## config.mk

```make
export PLATFORM = sky130hd
export DESIGN_NAME = hdlc_irq_ctrl
export DESIGN_NICKNAME = d
export VERILOG_FILES = /design/src/rtl/hdlc_irq_ctrl.sv
export SDC_FILE = /design/constraint.sdc
export NUM_CORES = 1
export LEC_CHECK = 0
export BUFFER_PORTS_ARGS = -buffer_cell sky130_fd_sc_hd__clkbuf_2
export CAP_MARGIN = 10
export CELL_PAD_IN_SITES_DETAIL_PLACEMENT = 1
export CELL_PAD_IN_SITES_GLOBAL_PLACEMENT = 1
export CORE_ASPECT_RATIO = 0.9
export CORE_MARGIN = 8
export CORE_UTILIZATION = 35
export DETAILED_ROUTE_END_ITERATION = 10
export PLACE_DENSITY_LB_ADDON = 0.15
export SLEW_MARGIN = 20
export SYNTH_ARGS = -nofsm -noshare
export SYNTH_HDL_FRONTEND = slang
export SYNTH_SLANG_ARGS = --single-unit
```

## constraint.sdc

```tcl
create_clock -name clk -period 1.1 [get_ports clk]
set_input_delay 0.22 -clock clk [delete_from_list [all_inputs] [get_ports clk]]
set_output_delay 0.22 -clock clk [all_outputs]
set_load 0.02 [all_outputs]
```

## src/rtl/hdlc_irq_ctrl.sv

```systemverilog
module hdlc_irq_ctrl #(
  parameter int W      = 8,
  parameter int SHARED = 2
) (
  input  logic         clk,
  input  logic         rst_n,
  input  logic [W-1:0] evt_i,
  input  logic         tx_under_i,
  input  logic         frame_abort_i,
  input  logic         sel_under_i,
  input  logic         reg_sel_i,
  input  logic         reg_wr_i,
  input  logic         reg_rd_i,
  input  logic [W-1:0] reg_wdata_i,
  output logic [W-1:0] reg_rdata_o,
  output logic         irq_n_o
);

  logic [W-1:0] status_q, mask_q, evt_eff;
  logic         rd_stat, wr_mask;

  always_comb begin
    evt_eff         = evt_i;
    evt_eff[SHARED] = sel_under_i ? tx_under_i : frame_abort_i;
  end

  assign rd_stat = reg_rd_i & ~reg_sel_i;
  assign wr_mask = reg_wr_i &  reg_sel_i;

  always_ff @(posedge clk or negedge rst_n)
    if (!rst_n) status_q <= '0;
    else        status_q <= (rd_stat ? '0 : status_q) | evt_eff;

  always_ff @(posedge clk or negedge rst_n)
    if (!rst_n)       mask_q <= '0;
    else if (wr_mask) mask_q <= reg_wdata_i;

  assign reg_rdata_o = reg_sel_i ? mask_q : status_q;
  assign irq_n_o     = ~|(status_q & mask_q);


  sticky_chk: assert property (@(posedge clk) disable iff (!rst_n)
    !rd_stat |=> (status_q & $past(status_q)) == $past(status_q));


  rdclr_chk: assert property (@(posedge clk) disable iff (!rst_n)
    rd_stat |=> status_q == $past(evt_eff));


  irq_rise_chk: assert property (@(posedge clk) disable iff (!rst_n)
    (|(evt_eff & mask_q)) && !wr_mask |=> !irq_n_o);


  mask_load_chk: assert property (@(posedge clk) disable iff (!rst_n)
    wr_mask |=> mask_q == $past(reg_wdata_i));


  shared_src_chk: assert property (@(posedge clk) disable iff (!rst_n)
    (sel_under_i && tx_under_i) || (!sel_under_i && frame_abort_i) |=> status_q[SHARED]);


  mask_hold_chk: assert property (@(posedge clk) disable iff (!rst_n)
    !wr_mask |=> $stable(mask_q));

endmodule

```

* Word level (Yosys, flattened, before mapping)
Index checks and enable logic that the tools add are counted.
** Cells by class
- Add/sub/neg operators :: 0
- Multiply operators :: 0
- Div/mod/pow operators :: 0
- Magnitude comparators :: 0
- Equality and inequality tests :: 0
- Shift-type cells :: 0
- Muxes and demuxes :: 3
- Bitwise logic cells :: 5
- Reductions and logical operators :: 2
** Operators with widths (number)
- 8-bit two-way mux :: 2
- 8-bit bitwise AND :: 1
- 8-bit bitwise OR :: 1
- 8-bit OR reduction :: 1
- 1-bit bitwise AND :: 2
- 1-bit logical NOT :: 1
- 1-bit two-way mux :: 1
- 1-bit NOT :: 1
** Storage, ports and cells
- Register bits after elaboration :: 16
- Latch bits :: 0
- Bits in writable memories :: 0
- Memory bits (read-only) :: 0
- Bits of input ports :: 24
- Output and inout port bits :: 9
- Logic and storage cells :: 12
- Memories :: 0

* Logic depth before layout (Yosys ltp)
- Depth in word-level cells :: 4
- Gate-level depth with buffers :: 4
- Gate-level depth less buffers :: 2

* Worst setup path after synthesis
No wires, ideal clock.
- Path type :: flip-flop to output port
- Start point :: reg mask_q[6]
- End point :: out irq_n_o
- Arrival :: 0.835 ns
- Data required time :: 0.880 ns
- Setup slack :: 0.045 ns
- Stages on the path, launching flop included :: 3
- Path buffers :: 0
- Cell sequence :: dfrtp_1 -> a22oi_1 -> and4_1
** Between the ends
- Word-level cells in the longest chain between the ends :: 3
** RTL lines
- start: declaration :: line 19 : logic [W-1:0] status_q, mask_q, evt_eff;
- start signal: assignment :: line 36 : else if (wr_mask) mask_q <= reg_wdata_i;
- 8-bit bitwise AND :: line 39 : assign irq_n_o = ~|(status_q & mask_q);
- 8-bit OR reduction :: line 39
- 1-bit logical NOT :: line 39
- end: declaration :: line 16 : output logic irq_n_o
No other way between the ends.

* Worst setup path in the final report
- Start point :: reg status_q[4]
- End point :: out irq_n_o
** Between the ends
- Word-level cells in the longest chain between the ends :: 3
** RTL lines
- start: declaration :: line 19
- start signal: assignment :: line 32 : else status_q <= (rd_stat ? '0 : status_q) | evt_eff;
- 8-bit bitwise AND :: line 39
- 8-bit OR reduction :: line 39
- 1-bit logical NOT :: line 39
No other way between the ends.

==> impl_metrics.env <==
export IMPL_power_density_mw_per_mm2=1360
export IMPL_grt_pass1_vias=710
export IMPL_clkSinkCount=16
export IMPL_p_leak_nw=0.586
export IMPL_crit_arrival_ps=1290
export IMPL_cp_end_kind="output port"
export IMPL_gp_congestion=0.732
export IMPL_period_share=1.37
export IMPL_ir_worst_vdd_mv=0.889
export IMPL_syn_inst=50
export IMPL_rsz0062_at_grt="true"
export IMPL_fin_crit_ps=1510
export IMPL_coreArea_sq_mm=0.00195
export IMPL_stdcell_count=123
export IMPL_syn_area_per_cell_sq_um=14.8
export IMPL_drv_slew=0
export IMPL_cts_buffers=3
export IMPL_ys_seq_area_frac=0.541
export IMPL_hold_class="in -> reg"
export IMPL_min_from="evt_i[1]"
export IMPL_start_util=0.379
export IMPL_yosys_warnings=0
export IMPL_dp_hpwl_mm=1.54
export IMPL_routed_wirelength_mm=2.15
export IMPL_holdPathStages=2
export IMPL_timing_final_ws_setup_ps=-409
export IMPL_n_antenna_cell=0
export IMPL_clockRootBuffer="clkbuf_4"
export IMPL_grt_first_pass_wirelength_mm=3.48
export IMPL_cts_clk_slew_worst_paths_ps=90
export IMPL_crit_path_start_kind="flop"
export IMPL_hold_slack_ps=102
export IMPL_area_growth_pct=61.4
export IMPL_layout_common_cells="clkbuf_2 (22), dfrtp_1 (16), buf_6 (10)"
export IMPL_synth_cell_types=10
export IMPL_grt_usage=0.119
export IMPL_port_buffers=31
export IMPL_via_count=604
export IMPL_r2r_start="status_q[5]"
export IMPL_rr_endpoint="status_q[5]"
export IMPL_crit_type="reg -> out"
export IMPL_dieArea_sq_mm=0.00384
export IMPL_ys_ff_latch=16
export IMPL_ant_nets=0
export IMPL_setup_tns_final_ps=-3020
export IMPL_die_h_um=59.6
export IMPL_grt_overflow_total=0
export IMPL_ctsLongestPathBuffers=2
export IMPL_vias_per_cell=4.91
export IMPL_finalPower_mw=1.63
export IMPL_layout_nets=123
export IMPL_drt_iter0_markers=13
export IMPL_synth_fp_nets=74
export IMPL_clk_latency_ps=290
export IMPL_finalSetupViolations=9
export IMPL_worst_pin_slew_ps=427
export IMPL_layout_commonest_cell="clkbuf_2"
export IMPL_drtPass1Iterations=2
export IMPL_cts_tree="done"
export IMPL_io_pin_count=33
export IMPL_regToRegSetupSlack_ps=180
export IMPL_min_to="status_q[1]"
export IMPL_pre_cts_slack_ps=-128
export IMPL_netlist_area_sq_um=739
export IMPL_htree_num_levels=1
export IMPL_dp_cells=114
export IMPL_r2r_cells=3
export IMPL_violations="setup timing"
export IMPL_status="finished with violations"
export IMPL_drive_above_1_share=0.765
export IMPL_finalHoldViolations=0
export IMPL_slew_headroom=0.715
export IMPL_crit_path_max_fanout=2
export IMPL_crit_required_ps=880
export IMPL_antenna_found_initial=0
export IMPL_wire_per_inst_um=17.5
export IMPL_dieWidth_um=64.5
export IMPL_grt_max_degree=17
export IMPL_post_route_drc_count=0
export IMPL_max_clock_freq_ghz=0.663
export IMPL_max_cap_viol_count=0
export IMPL_rows=15
export IMPL_skew_ps=0
## worst max-delay path, cell delays in order (launching register included)
cell	delay [ps]
dfrtp_1	410
a22oi_1	200
and4_1	240
clkbuf_8	150
## through the flow
| stage | cell area [sq um] | utilization |
|---|---|---|
| finish | 1190 | 0.612 |
| global route | 1190 | 0.612 |
| CTS | 1120 | 0.574 |
| detailed placement | 978 | 0.501 |
| global placement | 978 | 0.501 |
| floorplan | 739 | - |
## synth_stat cells, drive strengths merged
master   n  area, sq um
a21o     7         61.3
a22oi    4         30.0
dfrtp   16          400
nand2    1         6.26
mux2    16          180
and4     1         8.76
a221o    1         10.0
nor2b    1         6.26
nand2b   1         13.8
buf      2         22.5
## per-layer routing
metal / vias to the layer above / track usage / part of all wire
li1: 281 / - / -
met1: 309 / 0.129 / 0.41
met2: 12 / 0.214 / 0.55
met3: 2 / 0.0510 / 0.039
met4: 0 / 0.0186 / 0.0023
met5: - / 0 / 0
## logic make-up after synthesis
family                 Yosys count  synth area share
buffers and inverters            2            0.0305
and+or+nand+nor                  4            0.0474
AOI/OAI and AO/OA               12             0.137
muxes                           16             0.244
DFF                             16             0.541
## how the worst max path moves through the flow
| stage | endpoint | from | cells past startpoint | slack [ps] |
|---|---|---|---|---|
| 2_1_floorplan | irq_n_o | mask_q[6] | 2 | 40 |
| 3_3_place_gp | reg_rdata_o[3] | reg_sel_i | 3 | -130 |
| 3_5_place_dp | reg_rdata_o[0] | reg_sel_i | 3 | -130 |
| 4_1_cts | irq_n_o | mask_q[1] | 3 | -390 |
| 5_1_grt | irq_n_o | status_q[4] | 3 | -490 |
| 6_report | irq_n_o | status_q[4] | 3 | -410 |
## power by group
part | total [mW] | switching, mW | leakage (nW) | internal (mW)
sequential | 0.702 | 0.0499 | 0.174 | 0.652
clock | 0.400 | 0.198 | 0.0210 | 0.202
combinational | 0.524 | 0.192 | 0.390 | 0.332
total | 1.63 | 0.440 | 0.586 | 1.19
## layout make-up
cell class / count / area (sq um)
Clock buffer: 4 / 36.3
Fill cell: 199 / 758
Multi-Input combinational cell: 32 / 352
Sequential cell: 16 / 400
Tap cell: 25 / 31.3
Timing Repair Buffer: 46 / 374
## what timing repair did
item / in CTS / in global routing
hold endpoints to repair: 16 / 0
setup endpoints to repair: 9 / 9
hold buffers: 1 / 0
buffers inserted: 1 / 3
resized for setup: 21 / 21
pin swaps: 0 / 1
## sequential cells by signal (all words and copies together), names as in the netlist
signal and flops:
mask_q 8, status_q 8
Note: power is estimated with default switching activity, not from simulation.
